[config.mk]
export PLATFORM = sky130hd
export DESIGN_NAME = dsss_spreader
export DESIGN_NICKNAME = d
export VERILOG_FILES = /design/src/rtl/dsss_pkg.sv /design/src/rtl/dsss_code_gen.sv /design/src/rtl/dsss_field_ser.sv /design/src/rtl/dsss_chip_seq.sv /design/src/rtl/dsss_spreader.sv
export SDC_FILE = /design/constraint.sdc
export NUM_CORES = 1
export LEC_CHECK = 0
export ABC_AREA = 1
export BUFFER_PORTS_ARGS = -buffer_cell sky130_fd_sc_hd__clkbuf_2
export CAP_MARGIN = 20
export CORE_UTILIZATION = 42
export CTS_CLUSTER_DIAMETER = 50
export DETAILED_ROUTE_END_ITERATION = 7
export PLACE_DENSITY_LB_ADDON = 0.25
export SLEW_MARGIN = 10
export SYNTH_ARGS = -nofsm -noshare
export SYNTH_HDL_FRONTEND = slang
export SYNTH_HIERARCHICAL = 1
export SYNTH_SLANG_ARGS = --single-unit
[constraint.sdc]
create_clock -name clk -period 3.22 [get_ports clk]
set_clock_uncertainty 0.1 [all_clocks]
set_input_delay 0.322 -clock clk [delete_from_list [all_inputs] [get_ports clk]]
set_output_delay 0.322 -clock clk [all_outputs]
set_load 0.02 [all_outputs]
[src/rtl/dsss_pkg.sv]
// Shared constants for the DSSS spreader.
// Assumes the fixed 16-symbol, 32-chip code set; only the field width
// is a free parameter elsewhere.
package dsss_pkg;
    localparam int SYM_W    = 4;
    localparam int NUM_SYM  = 1 << SYM_W;
    localparam int CHIPS    = 32;
    localparam int IDX_W    = $clog2(CHIPS);
    localparam int BYTE_W   = 8;
    // rotation per symbol step within the lower half of the code set
    localparam int ROT_STEP = CHIPS / (NUM_SYM / 2);
    // symbol-0 code written C0 (leftmost, bit 31) .. C31 (rightmost, bit 0)
    localparam logic [CHIPS-1:0] BASE_LIT = 32'b11011001110000110101001000101110;

    typedef logic [CHIPS-1:0] chip_vec_t; // bit i holds chip Ci
endpackage

[src/rtl/dsss_code_gen.sv]
// Combinational code generator: symbol -> 32-chip vector (bit i = Ci).
// Lower symbols rotate the base code by ROT_STEP chips per step toward
// higher indices; the upper half inverts odd chips of the lower twin.
// Assumes nothing about timing; pure logic.
module dsss_code_gen
    import dsss_pkg::*;
(
    input  logic [SYM_W-1:0] sym,
    output chip_vec_t        seq
);
    logic [IDX_W-1:0] shift;

    // rotation amount from the low symbol bits
    always_comb begin
        shift = IDX_W'(ROT_STEP) * IDX_W'(sym[SYM_W-2:0]);
    end

    for (genvar i = 0; i < CHIPS; i++) begin : g_chip
        localparam logic ODD = (i % 2) == 1;
        logic [IDX_W-1:0] src;
        // source chip index of base code, modulo CHIPS by wrap-around
        assign src    = IDX_W'(i) - shift;
        assign seq[i] = BASE_LIT[IDX_W'(CHIPS-1) - src] ^ (sym[SYM_W-1] & ODD);
    end
endmodule

[src/rtl/dsss_field_ser.sv]
// Field serializer: holds one field and hands its bytes to the core,
// least significant byte first. A new field can be taken in the same
// clock the final byte of the held one is handed over.
// Assumes in_nbytes in 1..FIELD_BYTES; a count of 0 is sent as 1 byte.
module dsss_field_ser
    import dsss_pkg::*;
#(
    parameter int FIELD_BYTES = 4,
    localparam int CNT_W      = $clog2(FIELD_BYTES + 1),
    localparam int FW         = FIELD_BYTES * BYTE_W
) (
    input  logic              clk,
    input  logic              rst_n,
    input  logic              in_valid,
    output logic              in_ready,
    input  logic [FW-1:0]     in_data,
    input  logic [CNT_W-1:0]  in_nbytes,
    input  logic              in_last,
    output logic              b_valid,
    input  logic              b_ready,
    output logic [BYTE_W-1:0] b_data,
    output logic              b_last
);
    logic             busy;
    logic [FW-1:0]    sh;
    logic [CNT_W-1:0] cnt;
    logic             last_f;
    logic             take_b;
    logic             final_b;
    logic             load;

    // handshake decode toward both sides
    always_comb begin
        take_b   = busy && b_ready;
        final_b  = take_b && (cnt == CNT_W'(1));
        in_ready = !busy || final_b;
        load     = in_valid && in_ready;
        b_valid  = busy;
        b_data   = sh[BYTE_W-1:0];
        b_last   = last_f && (cnt == CNT_W'(1));
    end

    // field register: load, then shift one byte per hand-over
    always_ff @(posedge clk) begin
        if (!rst_n) begin
            busy   <= 1'b0;
            sh     <= '0;
            cnt    <= '0;
            last_f <= 1'b0;
        end else if (load) begin
            busy   <= 1'b1;
            sh     <= in_data;
            cnt    <= (in_nbytes == '0) ? CNT_W'(1) : in_nbytes;
            last_f <= in_last;
        end else if (take_b) begin
            if (cnt == CNT_W'(1)) begin
                busy <= 1'b0;
            end else begin
                sh  <= sh >> BYTE_W;
                cnt <= cnt - CNT_W'(1);
            end
        end
    end

    if (FIELD_BYTES > 1) begin : g_chk
        // after a non-final hand-over the next byte is the old byte 1
        a_r2_next_byte: assert property (@(posedge clk) disable iff (!rst_n)
            (take_b && (cnt != CNT_W'(1)) && !load) |=> (b_data == $past(sh[2*BYTE_W-1:BYTE_W])));
    end
    // a held field does not change until a byte is taken
    a_r2_hold: assert property (@(posedge clk) disable iff (!rst_n)
        (busy && !take_b) |=> ($stable(sh) && busy));
endmodule

[src/rtl/dsss_chip_seq.sv]
// Spreading core: one byte in flight plus a one-byte holding slot.
// Emits low symbol then high symbol, chips C0..C31, one per chip_en.
// Takes a new byte while idle or once the second symbol has begun, so
// bytes chain with no empty chip slot. Tracks frame openness from the
// byte last flag to report starved enable slots.
// Assumes chip_en is at most one clock wide per chip slot.
module dsss_chip_seq
    import dsss_pkg::*;
(
    input  logic              clk,
    input  logic              rst_n,
    input  logic              chip_en,
    input  logic              b_valid,
    output logic              b_ready,
    input  logic [BYTE_W-1:0] b_data,
    input  logic              b_last,
    output logic              chip_out,
    output logic              chip_valid,
    output logic              sym_start,
    output logic              underrun
);
    logic              active;
    logic [BYTE_W-1:0] cur;
    logic              half;
    logic [IDX_W-1:0]  idx;
    logic [BYTE_W-1:0] nxt;
    logic              nxt_full;
    logic              in_frame;
    logic [SYM_W-1:0]  sym;
    chip_vec_t         seq;
    logic              accept;
    logic              last_chip;
    logic              end_byte;

    // current symbol, handshake and end-of-byte decode
    always_comb begin
        sym       = half ? cur[BYTE_W-1:SYM_W] : cur[SYM_W-1:0];
        b_ready   = !active || (half && !nxt_full);
        accept    = b_valid && b_ready;
        last_chip = idx == IDX_W'(CHIPS-1);
        end_byte  = chip_en && active && last_chip && half;
    end

    dsss_code_gen u_code (
        .sym (sym),
        .seq (seq)
    );

    // output stage: one registered chip per enable, zero otherwise
    always_ff @(posedge clk) begin
        if (!rst_n) begin
            chip_out   <= 1'b0;
            chip_valid <= 1'b0;
            sym_start  <= 1'b0;
            underrun   <= 1'b0;
        end else begin
            chip_out   <= chip_en && active && seq[idx];
            chip_valid <= chip_en && active;
            sym_start  <= chip_en && active && (idx == '0);
            underrun   <= chip_en && !active && in_frame;
        end
    end

    // byte in flight: load, chip index, symbol half, chaining
    always_ff @(posedge clk) begin
        if (!rst_n) begin
            active <= 1'b0;
            cur    <= '0;
            half   <= 1'b0;
            idx    <= '0;
        end else if (!active) begin
            if (accept) begin
                cur    <= b_data;
                active <= 1'b1;
                half   <= 1'b0;
                idx    <= '0;
            end
        end else if (chip_en) begin
            if (last_chip) begin
                idx  <= '0;
                half <= !half;
                if (half) begin
                    if (nxt_full) begin
                        cur <= nxt;
                    end else if (accept) begin
                        cur <= b_data;
                    end else begin
                        active <= 1'b0;
                    end
                end
            end else begin
                idx <= idx + IDX_W'(1);
            end
        end
    end

    // holding slot for the byte that follows the one in flight
    always_ff @(posedge clk) begin
        if (!rst_n) begin
            nxt      <= '0;
            nxt_full <= 1'b0;
        end else if (end_byte) begin
            nxt_full <= 1'b0;
        end else if (active && accept) begin
            nxt      <= b_data;
            nxt_full <= 1'b1;
        end
    end

    // frame tracking from the last flag of each accepted byte
    always_ff @(posedge clk) begin
        if (!rst_n) begin
            in_frame <= 1'b0;
        end else if (accept) begin
            in_frame <= !b_last;
        end
    end

    // a chip appears only in the clock after an enable
    a_r4_after_enable: assert property (@(posedge clk) disable iff (!rst_n)
        chip_valid |-> $past(chip_en));
    // symbol start marks a real chip
    a_r4_start_is_chip: assert property (@(posedge clk) disable iff (!rst_n)
        sym_start |-> chip_valid);
    // chip line is quiet without a chip
    a_r7_quiet_line: assert property (@(posedge clk) disable iff (!rst_n)
        !chip_valid |-> !chip_out);
    // an underrun slot carries no chip
    a_r8_underrun_no_chip: assert property (@(posedge clk) disable iff (!rst_n)
        underrun |-> !chip_valid);
    // a byte accepted mid-flight lands while the second symbol runs
    a_r6_take_in_second: assert property (@(posedge clk) disable iff (!rst_n)
        (active && accept && !end_byte) |=> (nxt_full && half));
    // a waiting byte starts at the enable after the final chip
    a_r5_chain: assert property (@(posedge clk) disable iff (!rst_n)
        (end_byte && nxt_full) |=> (active && !half && idx == '0));
endmodule

[src/rtl/dsss_spreader.sv]
// Top of the DSSS spreader: field serializer feeding the spreading core.
// Assumes chip_en pulses no faster than every few clocks so the
// serializer can refill between bytes.
module dsss_spreader
    import dsss_pkg::*;
#(
    parameter int FIELD_BYTES = 4,
    localparam int CNT_W      = $clog2(FIELD_BYTES + 1)
) (
    input  logic                          clk,
    input  logic                          rst_n,
    input  logic                          chip_en,
    input  logic                          in_valid,
    output logic                          in_ready,
    input  logic [FIELD_BYTES*BYTE_W-1:0] in_data,
    input  logic [CNT_W-1:0]              in_nbytes,
    input  logic                          in_last,
    output logic                          chip_out,
    output logic                          chip_valid,
    output logic                          sym_start,
    output logic                          underrun
);
    logic              b_valid;
    logic              b_ready;
    logic [BYTE_W-1:0] b_data;
    logic              b_last;

    dsss_field_ser #(
        .FIELD_BYTES (FIELD_BYTES)
    ) u_ser (
        .clk       (clk),
        .rst_n     (rst_n),
        .in_valid  (in_valid),
        .in_ready  (in_ready),
        .in_data   (in_data),
        .in_nbytes (in_nbytes),
        .in_last   (in_last),
        .b_valid   (b_valid),
        .b_ready   (b_ready),
        .b_data    (b_data),
        .b_last    (b_last)
    );

    dsss_chip_seq u_core (
        .clk        (clk),
        .rst_n      (rst_n),
        .chip_en    (chip_en),
        .b_valid    (b_valid),
        .b_ready    (b_ready),
        .b_data     (b_data),
        .b_last     (b_last),
        .chip_out   (chip_out),
        .chip_valid (chip_valid),
        .sym_start  (sym_start),
        .underrun   (underrun)
    );
endmodule

---- Yosys cells after proc, flatten, opt, wreduce, memory -nomap -nowiden ----
Memories as Yosys holds them, arrays and structs flattened.
Index checks and enable logic that the tools add are counted.
word-level totals
  register bits after elaboration ......... 66
  bits of input ports ..................... 40
  memory bits (read-only) ................. 1,024
  word-level logic and storage cells ...... 267
  output and inout bits ................... 5
  memories ................................ 32
operators by class
  add/sub/neg operators ................... 66
  reductions and logical operators ........ 32
  bitwise gates (word level) .............. 18
  eq/ne operators ......................... 6
  muxes and demuxes ....................... 65
  order comparisons ....................... 33
memory list
  memory           words  width  rd ports  clocked after Yosys merged registers in  write ports  line                 source
  (no name shown)  32     1      1         0                                        0            dsss_code_gen.sv:23  assign seq[i] = BASE_LIT[IDX_W'(CHIPS-1) - src] ^ (sym[SYM_W-1] & ODD);
  (no name shown)  32     1      1         0                                        0            dsss_code_gen.sv:23
  (no name shown)  32     1      1         0                                        0            dsss_code_gen.sv:23
  (no name shown)  32     1      1         0                                        0            dsss_code_gen.sv:23
  (no name shown)  32     1      1         0                                        0            dsss_code_gen.sv:23
  (no name shown)  32     1      1         0                                        0            dsss_code_gen.sv:23
  +26 memories     -      -      -         -                                        -            -
operators by type and width
  kind                                                 number
  subtractor 5 bit (first input constant)              48
  < comparator 5 x 6 -> 1 bit (second input constant)  33
  two-way mux 32 bit                                   3
  two-way mux 8 bit                                    6
  two-way mux 1 bit                                    46
  subtractor 4 x 5 -> 5 bit (first input constant)     8
  two-way mux 5 bit                                    4
  subtractor 3 x 5 -> 5 bit (first input constant)     4
  XOR 1 bit                                            16
  logical AND 1 bit                                    13
  two-way mux 3 bit                                    4
  subtractor 1 x 5 -> 5 bit (first input constant)     2
  subtractor 2 x 5 -> 5 bit (first input constant)     2
  AND reduction 2 bit                                  4
  != test 2 bit (second input constant)                3
  AND reduction 3 bit                                  2
  nonzero test 2 bit                                   3
  adder 5 x 1 -> 5 bit (second input constant)         1
  binary-select mux 1 bit (select 5 bit)               1
  == test 5 bit (second input constant)                1
  zero test 1 bit                                      5
  zero test 5 bit                                      1
  two-way mux 4 bit                                    1
  == test 3 x 1 -> 1 bit (second input constant)       1
  other kinds (6)                                      8

---- Logic depth before layout (Yosys ltp) ----
Gate-level depths: netlist of run 1.
  depth after elaboration ................. 10
  mapped depth ............................ 20
  depth with buffers taken out ............ 18

---- By module ----
The synthesis of run 1 kept the hierarchy.
by module, submodules not included
  module          instances  cells each  seq. area each (µm²)  area an instance (µm²)
  dsss_field_ser  1          297         740.7                 1,916.8
  dsss_chip_seq   1          256         580.6                 1,704.1
  dsss_code_gen   1          114         0.0                   635.6

---- Least setup slack after synthesis of run 1 ----
OpenSTA, ideal clock, no wires.
  path kind ............................... flip-flop to flip-flop
  start ................................... register u_core.half
  end ..................................... register u_core.chip_out
  buffers on the path ..................... 1
  clock period less this slack ............ 2.563 ns
  library setup time ...................... 0.112 ns
  slack ................................... 0.657 ns
  stages on the path, launching flop included .. 18
  arrival ................................. 2.351 ns
  cells stage by stage .................... dfxtp_1 -> buf_6 -> o21ai_0 -> inv_2 -> ha_1 -> inv_1 -> nand3_1 -> nand2_1 -> nand2_1 -> nand2_1 -> nand2_1 -> nand3_1 -> nand3_1 -> nand2_1 -> nand2_1 -> nand2_1 -> nand2_1 -> nand2_1
between the ends
  cells in the longest elaborated chain, start to end .. 9
  elaborated cells on any way between the ends .. 148
  those cells by class .................... 64 x add/sub; 35 x mux; 16 x bitwise; 1 x reduce/logical; 32 x memory
RTL lines
  item                                     line                 source
  start, declared                          dsss_chip_seq.sv:24  logic half;
  start signal, assigned                   dsss_chip_seq.sv:81  half <= !half;
  two-way mux 4 bit                        dsss_chip_seq.sv:37  sym = half ? cur[BYTE_W-1:SYM_W] : cur[SYM_W-1:0];
  via u_core.sym[1]                        dsss_chip_seq.sv:29  logic [SYM_W-1:0] sym;
  subtractor 3 x 5 -> 5 bit                dsss_code_gen.sv:22  assign src = IDX_W'(i) - shift;
  subtractor 5 bit                         dsss_code_gen.sv:23
  memory (32 x 1 bit)                      -
  two-way mux 1 bit (not written as such)  dsss_code_gen.sv:23
  XOR 1 bit                                dsss_code_gen.sv:23
  via u_core.seq[5]                        dsss_chip_seq.sv:30  chip_vec_t seq;
  binary-select mux 1 bit (select 5 bit)   dsss_chip_seq.sv:57  chip_out <= chip_en && active && seq[idx];
  two-way mux 1 bit (not written as such)  dsss_chip_seq.sv:57
  logical AND 1 bit                        dsss_chip_seq.sv:57
  end signal, assigned                     dsss_chip_seq.sv:57
  end, declared                            dsss_chip_seq.sv:17  output logic chip_out,
The timed path passes the listed nets, and every way through them passes these cells. The select of a mux whose other input is x is not followed.
A chain may end at the register's enable or synchronous reset.

---- Worst setup path in the final report of run 1 ----
  start ................................... register u_core.half
  end ..................................... register u_core.chip_out
between the ends
  cells in the longest elaborated chain, start to end .. 9
  elaborated cells on any way between the ends .. 148
  those cells by class .................... 64 x add/sub; 35 x mux; 16 x bitwise; 1 x reduce/logical; 32 x memory
RTL lines
  item                                     line
  two-way mux 4 bit                        dsss_chip_seq.sv:37
  via u_core.sym[1]                        dsss_chip_seq.sv:29
  subtractor 4 x 5 -> 5 bit                dsss_code_gen.sv:22
  subtractor 5 bit                         dsss_code_gen.sv:23
  memory (32 x 1 bit)                      -
  two-way mux 1 bit (not written as such)  dsss_code_gen.sv:23
  XOR 1 bit                                dsss_code_gen.sv:23
  via u_core.seq[13]                       dsss_chip_seq.sv:30
  binary-select mux 1 bit (select 5 bit)   dsss_chip_seq.sv:57
  two-way mux 1 bit (not written as such)  dsss_chip_seq.sv:57
  logical AND 1 bit                        dsss_chip_seq.sv:57
The timed path passes the listed nets, and every way through them passes these cells. The select of a mux whose other input is x is not followed.

==> flow_summary.ini, run 1 <==
[worst_setup_path]
r2r_slack_ns = 0.49
r2r-start = u_core/half$_SDFFE_PN0P_
cp-start-kind = flip-flop
endpoint_kind = flip-flop
worst-path-max-fanout = 10
r2r_cells = 13
rr_endpoint = u_core/chip_out$_SDFF_PN0_
crit_arrival_ns = 2.92
required_ns = 3.41
path_class = reg -> reg

[drt]
drc = 0
ant_nets = 0
viasPerCell = 4.84
wl_um = 9640
drt_iter0_markers = 154
routedWlPerCell_um = 11.6
drt_pass1_iterations = 4
num_vias = 4029

[yosys]
synth_top_family_by_area = simple AND/OR/NAND/NOR gates
synth_enable_flop_cells = 0
synth_fp_nets = 719
synth-main-ff-cell = dfxtp_1
ys_warn_count = 6
synthAdderAreaFrac = 0.0353
synth_area_per_cell_sq_um = 6.38
ys_ff_latch = 66
yosys.area_share.simple = 0.412
async_flop_share = 0
synth.cell_area_sq_um = 4260
synth_compound_area_frac = 0.0838
ys_types = 35
ys_seq_area_frac = 0.310
muxShareOfSynthArea = 0
synth-xor-area-share = 0.0185
syn_inst = 667

[timing]
clock.fmax_mhz = 366
maxSlewHeadroom = 0.464
final_hold_viol_count = 0
fin_ws_ns = 0.491
layout_min_cycle_time_ns = 2.73
final.period_utilization = 0.847
drv_slew = 0
rsz0062_at_grt = false
tightest_slew_ns = 0.796
final.setup.tns_ns = 0
setup_viol = 0

[flow_run]
cap_viol_max_count = 0

[min_path]
hold_depth = 3
min_path_type = in -> reg
worst_hold_startpoint = in_data[25]
min_to = u_ser/sh[25]$_SDFFE_PN0P_

[clock_network]
htreeDepth = 3
cts.root.buffer_cell = clkbuf_8
ctsResizeCount = 0
cts_max_path_buffers = 2
clk_latency_ns = 0.34
clk_pin_slew_worst_paths_ns = 0.08
cts_tree = yes
postCtsSetupBuffers = 0
clock-sinks = 66
hold_buffers = 0
numCtsBuffers = 9

[place]
dp.cells = 816
portBuffers = 44
gp_congestion = 0.860
place_ws_ns = 0.496
dp_hpwl_um = 7030

[floorplanning]
fp.dieArea_sq_um = 10500
core_sq_um = 9820
die_y_um = 103
rows = 36
ios = 45
die_w_um = 103
initial_utilization = 0.433

[pwr]
powerDensity_nw_per_um2 = 493
p_total_mw = 2.28
p_leak_nw = 2.37
ir_drop_uv = 239

[grt]
grt_use_total = 0.203
overflow = 0
grt_pass1_vias = 3802
grt_pass1_wl_um = 17100
antenna_found_initial = 0
grt_max_degree = 30

[cells_and_area]
nFillCells = 1110
syn_to_final_growth_pct = 8.97
antennaDiodeCount = 0
drive_above_1_share = 0.159
final_nets = 746
fin_cells = 832

[run_status]
outcome = complete, no violations
## cells in the final DEF, fill, tap and decap left out, drive strengths merged, types with 5 or more instances in the layout
master and count:
nand3 104, nor3 5, nand2 210, inv 70, a21oi 25, ha 12, clkbuf 55, dfxtp 66
buf 13, nor2 86, xor2 8, o21ai 32
## worst max path at each step
stage                                   from                         end  slack (ns)  cells after the start
floorplan           u_core/half$_SDFFE_PN0P_  u_core/chip_out$_SDFF_PN0_        0.66                     17
global placement    u_core/half$_SDFFE_PN0P_  u_core/chip_out$_SDFF_PN0_        0.61                     13
detailed placement  u_core/half$_SDFFE_PN0P_  u_core/chip_out$_SDFF_PN0_        0.50                     13
CTS                 u_core/half$_SDFFE_PN0P_  u_core/chip_out$_SDFF_PN0_        0.50                     13
global route        u_core/half$_SDFFE_PN0P_  u_core/chip_out$_SDFF_PN0_        0.22                     16
finish              u_core/half$_SDFFE_PN0P_  u_core/chip_out$_SDFF_PN0_        0.49                     13
## Yosys cell counts, types with 9 or more instances
cell,number,area share
a21oi_1,23,0.027
buf_4,15,0.026
buf_6,13,0.034
dfxtp_1,66,0.31
ha_1,12,0.035
inv_1,58,0.051
inv_2,9,0.0079
nand2_1,199,0.18
nand3_1,98,0.12
nor2_1,86,0.076
o21ai_0,26,0.031
## stage by stage
step | utilization | area [sq um] | hold WS, ns
after floorplan | - | 4260 | 0.319
after global placement | 0.451 | 4430 | 0.331
after detailed placement | 0.451 | 4430 | 0.330
after CTS | 0.472 | 4640 | 0.101
after global routing | 0.472 | 4640 | 0.113
final | 0.472 | 4640 | 0.112
## power by group
group	total (mW)	switching [mW]	leakage [nW]	internal (mW)
registers	0.932	0.0453	0.542	0.886
logic	0.622	0.396	1.73	0.227
clock network	0.730	0.328	0.0982	0.402
total	2.28	0.769	2.37	1.52
## flip-flops by register name, indices dropped and copies added, names as in the netlist
signal and count:
u_core/active 1, u_core/chip_out 1, u_core/chip_valid 1, u_core/cur 8
u_core/half 1, u_core/idx 5, u_core/in_frame 1, u_core/nxt 8
u_core/nxt_full 1, u_core/sym_start 1, u_core/underrun 1, u_ser/b_valid 1
u_ser/cnt 3, u_ser/last_f 1, u_ser/sh 32
## layout make-up
| type | instances | area, sq um | area share |
|---|---|---|---|
| Clock buffer | 11 | 151 | 0.0326 |
| Sequential cell | 66 | 1320 | 0.285 |
| Tap cell | 133 | 166 | 0.0359 |
| Multi-Input combinational cell | 489 | 2340 | 0.504 |
| Timing Repair Buffer | 57 | 318 | 0.0685 |
| Clock inverter | 5 | 61.3 | 0.0132 |
| Inverter | 71 | 282 | 0.0607 |
## metal layers
layer  vias up  share of wire  GRT usage
met5         -              0          0
met1      1812           0.48      0.251
met2        62           0.48      0.356
met4         0          0.016     0.0703
li1       2140              -          -
met3        15          0.028     0.0332
## worst max-delay path, stage by stage (launching register included)
cell	delay, ns
dfxtp_1	0.40
o21ai_0	0.68
inv_2	0.24
ha_1	0.39
o21ai_0	0.22
xor2_1	0.16
nand2_1	0.08
nand3_1	0.09
nand3_1	0.07
nand2_1	0.06
inv_1	0.04
nand2_1	0.06
nand2_1	0.04
nand2_1	0.05
## logic make-up (layout without fill, tap and decap cells)
logic type / after synthesis / in the layout
AND/OR/NAND/NOR: 406 / 406
buffers and inverters: 112 / 144
flip-flops: 66 / 66
AO/OA/AOI/OAI: 62 / 62
adder cells (fa/ha/maj): 12 / 12
XOR/XNOR: 9 / 9
No activity file was read; power rests on OpenSTA's default activity.
==> run 2: changes to the inputs <==
Clock period 3.22 ns to 2.35 ns, I/O delays scaled along.
==> flow_summary.ini, run 2 (synthesis results as in run 1) <==
[run_status]
outcome = complete, no violations

[min_path]
min_path_type = in -> reg
hold_depth = 3
min_to = u_ser/sh[30]$_SDFFE_PN0P_
worst_hold_startpoint = in_data[30]

[worst_setup_path]
r2r_slack_ns = 0.32
path_class = reg -> out
rr_endpoint = u_core/chip_out$_SDFF_PN0_
crit_arrival_ns = 1.75
cp-start-kind = flip-flop
endpoint_kind = primary output
worst-path-max-fanout = 28
r2r-start = u_core/half$_SDFFE_PN0P_
r2r_cells = 15
required_ns = 2.02

[timing]
fin_ws_ns = 0.260
final.setup.tns_ns = 0
setup_viol = 0
rsz0062_at_grt = false
layout_min_cycle_time_ns = 2.09
drv_slew = 0
tightest_slew_ns = 0.507
clock.fmax_mhz = 479
maxSlewHeadroom = 0.662
final_hold_viol_count = 0
final.period_utilization = 0.889

[clock_network]
cts_max_path_buffers = 2
hold_buffers = 0
htreeDepth = 3
clock-sinks = 66
clk_pin_slew_worst_paths_ns = 0.08
clk_latency_ns = 0.34
cts.root.buffer_cell = clkbuf_8
cts_tree = yes
numCtsBuffers = 9

[cells_and_area]
drive_above_1_share = 0.161
largest_reg_flops = 32
final_common_cell = nand2_1
largestRegisters = u_ser/sh (32), u_core/cur (8), u_core/nxt (8)
antennaDiodeCount = 0
mostFrequentLayoutCells = nand2_1 (199), nand3_1 (98), nor2_1 (86), dfxtp_1 (65), inv_1 (58)
final_nets = 749
syn_to_final_growth_pct = 9.85
largest_register = u_ser/sh

[place]
gp_congestion = 0.905
dp_hpwl_um = 7410
place_ws_ns = 0.271
portBuffers = 44

[drt]
drt_pass1_iterations = 4
viasPerCell = 4.87
wl_um = 9870
drc = 0
routedWlPerCell_um = 11.8
drt_iter0_markers = 176
num_vias = 4070
ant_nets = 0

[grt]
overflow = 0
grt_pass1_vias = 3663
antenna_found_initial = 0
grt_use_total = 0.202
grt_max_degree = 46
grt_pass1_wl_um = 16700

[floorplanning]
initial_utilization = 0.433
core_sq_um = 9820
fp.dieArea_sq_um = 10500
ios = 45
die_y_um = 103
rows = 36
die_w_um = 103

[pwr]
ir_drop_uv = 273
powerDensity_nw_per_um2 = 683
p_leak_nw = 2.41

[flow_run]
cap_viol_max_count = 0
-- run 2: worst max-delay path by stage --
| stage | startpoint | end | slack [ns] |
|---|---|---|---|
| detailed placement | u_core/half$_SDFFE_PN0P_ | u_core/chip_out$_SDFF_PN0_ | 0.27 |
| global placement | u_core/half$_SDFFE_PN0P_ | u_core/chip_out$_SDFF_PN0_ | 0.32 |
| global route | u_core/half$_SDFFE_PN0P_ | u_core/chip_out$_SDFF_PN0_ | 0.08 |
| floorplan | u_core/half$_SDFFE_PN0P_ | u_core/chip_out$_SDFF_PN0_ | 0.05 |
| CTS | u_core/half$_SDFFE_PN0P_ | in_ready | 0.12 |
| finish | u_core/half$_SDFFE_PN0P_ | in_ready | 0.26 |
-- run 2: per-stage QoR --
| step | std cells | total power, mW | hold WS [ns] | utilization | instance area, sq um |
|---|---|---|---|---|---|
| finish | 835 | 3.19 | 0.0250 | 0.476 | 4680 |
| global route | 835 | 3.41 | 0.0216 | 0.476 | 4680 |
| CTS | 835 | 3.21 | 0.00945 | 0.476 | 4670 |
| detailed placement | 819 | 2.16 | 0.349 | 0.454 | 4460 |
| global placement | 819 | 2.15 | 0.344 | 0.454 | 4460 |
| floorplan | 667 | 2.01 | 0.264 | - | 4260 |
-- run 2: where the power goes --
part	internal, mW	switching (mW)	total (mW)
Combinational	0.323	0.552	0.874
Sequential	1.21	0.0537	1.27
Clock	0.597	0.454	1.05
Total	2.13	1.06	3.19
-- run 2: critical path: stages, from the launching register on --
cell and delay [ns]:
dfxtp_2 0.38, buf_4 0.15, inv_2 0.04, nand2_2 0.06, inv_1 0.04, nor2_1 0.12
nand3_1 0.09, nand2_1 0.11, buf_6 0.22, clkbuf_2 0.20
-- run 2: routing by layer --
metal / part of all wire / vias to the layer above / track usage
met2: 0.48 / 86 / 0.357
met4: 0.011 / 0 / 0.0527
met3: 0.041 / 10 / 0.0475
met1: 0.47 / 1822 / 0.246
met5: 0 / - / 0
li1: - / 2152 / -
-- run 2: cell type report --
type / count / area (sq um)
Tap cell: 133 / 166
Clock inverter: 5 / 78.8
Sequential cell: 66 / 1320
Timing Repair Buffer: 60 / 357
Clock buffer: 11 / 131
Fill cell: 1048 / 5140
Multi-Input combinational cell: 489 / 2340
Inverter: 71 / 282
-- run 2: what timing repair did --
action | in CTS | in global routing
buffers inserted | 0 | 0
setup endpoints to repair | 0 | 2
gates resized for setup | 0 | 2
==> run 3: changes to the inputs <==
Settings changed: CORE_UTILIZATION 42 to 54, GPL_TIMING_DRIVEN set to 0, MAX_ROUTING_LAYER set to met4.
==> flow_summary.ini, run 3 (synthesis results as in run 1) <==
[worst_setup_path]
endpoint_kind = primary output
r2r_cells = 19
crit_start = u_core/active$_SDFF_PN0_
required_ns = 2.02
r2r-start = u_core/half$_SDFFE_PN0P_
crit_arrival_ns = 1.87
path_class = reg -> out
worst-path-max-fanout = 10
rr_endpoint = u_core/chip_out$_SDFF_PN0_
r2r_slack_ns = 0.19
cp-start-kind = flip-flop

[pwr]
pwr-share-seq = 0.383
clockPowerShare = 0.319
swShare = 0.330
p_leak_nw = 2.57
combinationalPowerShare = 0.298
powerDensity_nw_per_um2 = 666
p_total_mw = 3.31
power.switching_mw = 1.09
internal-power_mw = 2.21
ir_drop_uv = 350

[cells_and_area]
drive_above_1_share = 0.193
largestRegisters = u_ser/sh (32), u_core/cur (8), u_core/nxt (8)
mostFrequentLayoutCells = nand2_1 (199), nand3_1 (98), nor2_1 (85), dfxtp_1 (65), inv_1 (58)
largest_reg_flops = 32
final_nets = 783
largest_register = u_ser/sh
fin_cells = 838
antennaDiodeCount = 0
final_common_cell = nand2_1
nFillCells = 742
syn_to_final_growth_pct = 16.6

[floorplanning]
initial_utilization = 0.554
core_sq_um = 7690
die_y_um = 90.8
fp.dieArea_sq_um = 8240
rows = 32
die_w_um = 90.8
ios = 45

[timing]
setup_viol = 0
tightest_slew_ns = 0.479
layout_min_cycle_time_ns = 2.20
maxSlewHeadroom = 0.681
drv_slew = 0
final.period_utilization = 0.938
final_hold_viol_count = 0
rsz0062_at_grt = false
clock.fmax_mhz = 454
final.setup.tns_ns = 0

[min_path]
hold_depth = 3
min_path_type = in -> reg
worst_hold_startpoint = in_data[30]
min_to = u_ser/sh[30]$_SDFFE_PN0P_

[grt]
antenna_found_initial = 0
grt_use_total = 0.264
grt_pass1_vias = 3887
grt_max_degree = 13
grt_pass1_wl_um = 17000
overflow = 0

[flow_run]
cap_viol_max_count = 0

[drt]
viasPerCell = 5.09
drt_iter0_markers = 207
num_vias = 4263
wl_um = 10000
routedWlPerCell_um = 12.0
drc = 0
ant_nets = 0
drt_pass1_iterations = 5

[clock_network]
clock-sinks = 66
numCtsBuffers = 9
clk_latency_ns = 0.35
cts_tree = yes
cts.root.buffer_cell = clkbuf_8
htreeDepth = 3
cts_max_path_buffers = 2
clk_pin_slew_worst_paths_ns = 0.08

[place]
dp_hpwl_um = 7500
portBuffers = 43
gp_congestion = 0.899
dp.cells = 812

[run_status]
outcome = complete, no violations
-- run 3: cell types whose count changed in the layout (fill, tap and decap cells not counted), moves of 3 or more --
cell           previous run  this run
buf_2                     0         5
buf_6                     1        16
buf_4                    14        21
clkbuf_1                  2         7
dlygate4sd3_1             0         3
-- run 3: worst max-delay path: stages, from the launching register on --
cell	delay, ns
dfxtp_1	0.33
buf_6	0.15
nand2_4	0.06
buf_6	0.14
inv_2	0.16
nor2_4	0.06
nand3_1	0.09
nand2_1	0.09
buf_6	0.14
buf_6	0.13
buf_4	0.16
-- run 3: per-layer routing --
| metal | global-route usage | wire length (um) | part of all wire |
|---|---|---|---|
| met1 | 0.303 | 4350 | 0.43 |
| met2 | 0.455 | 5040 | 0.50 |
| met3 | 0.0572 | 469 | 0.047 |
| met4 | 0.0913 | 163 | 0.016 |
| met5 | - | 0 | 0 |
-- run 3: through the flow --
| step | setup WS, ns | area, sq um | util | hold slack [ns] |
|---|---|---|---|---|
| floorplan | 0.0535 | 4260 | - | 0.264 |
| global placement | -0.330 | 4600 | 0.598 | 0.331 |
| detailed placement | -0.388 | 4600 | 0.598 | 0.340 |
| CTS | -0.0220 | 4880 | 0.634 | 0.00235 |
| global route | 0.00946 | 4960 | 0.646 | 0.00276 |
| finish | 0.146 | 4960 | 0.646 | 0.0130 |
-- run 3: how the worst max path moves through the flow --
stage,depth (start not counted),endpoint,slack [ns]
final,10,in_ready,0.15
after global routing,19,u_core/chip_out$_SDFF_PN0_,0.009
after CTS,16,u_core/chip_out$_SDFF_PN0_,-0.02
after detailed placement,17,u_core/chip_out$_SDFF_PN0_,-0.39
after global placement,17,u_core/chip_out$_SDFF_PN0_,-0.33
after floorplan,14,u_core/chip_out$_SDFF_PN0_,0.05
-- run 3: cell type report --
cell class	count	area (sq um)	share of cell area
multi-input cells	489	2380	0.480
flip-flops and latches	66	1320	0.266
plain buffers	41	332	0.0668
repair buffers	53	298	0.0600
inverters	71	287	0.0577
clock buffers	10	128	0.0257
well taps	102	128	0.0257
clock inverters	6	90.1	0.0181
-- run 3: power by group through the flow --
stage	registers [mW]	clock network, mW	logic (mW)
finish	1.27	1.05	0.985
detailed placement	1.29	0	0.933
CTS	1.27	1.08	0.951
global placement	1.29	0	0.912
floorplan	1.28	0	0.732
global route	1.28	1.13	1.12
-- run 3: timing repair --
action,4_1_cts,5_1_grt
cloned,0,1
pin swaps,0,3
hold buffers,2,1
resized for setup,9,9
endpoints found under the setup margin,2,2
setup buffers,0,6
endpoints found under the hold margin,2,1
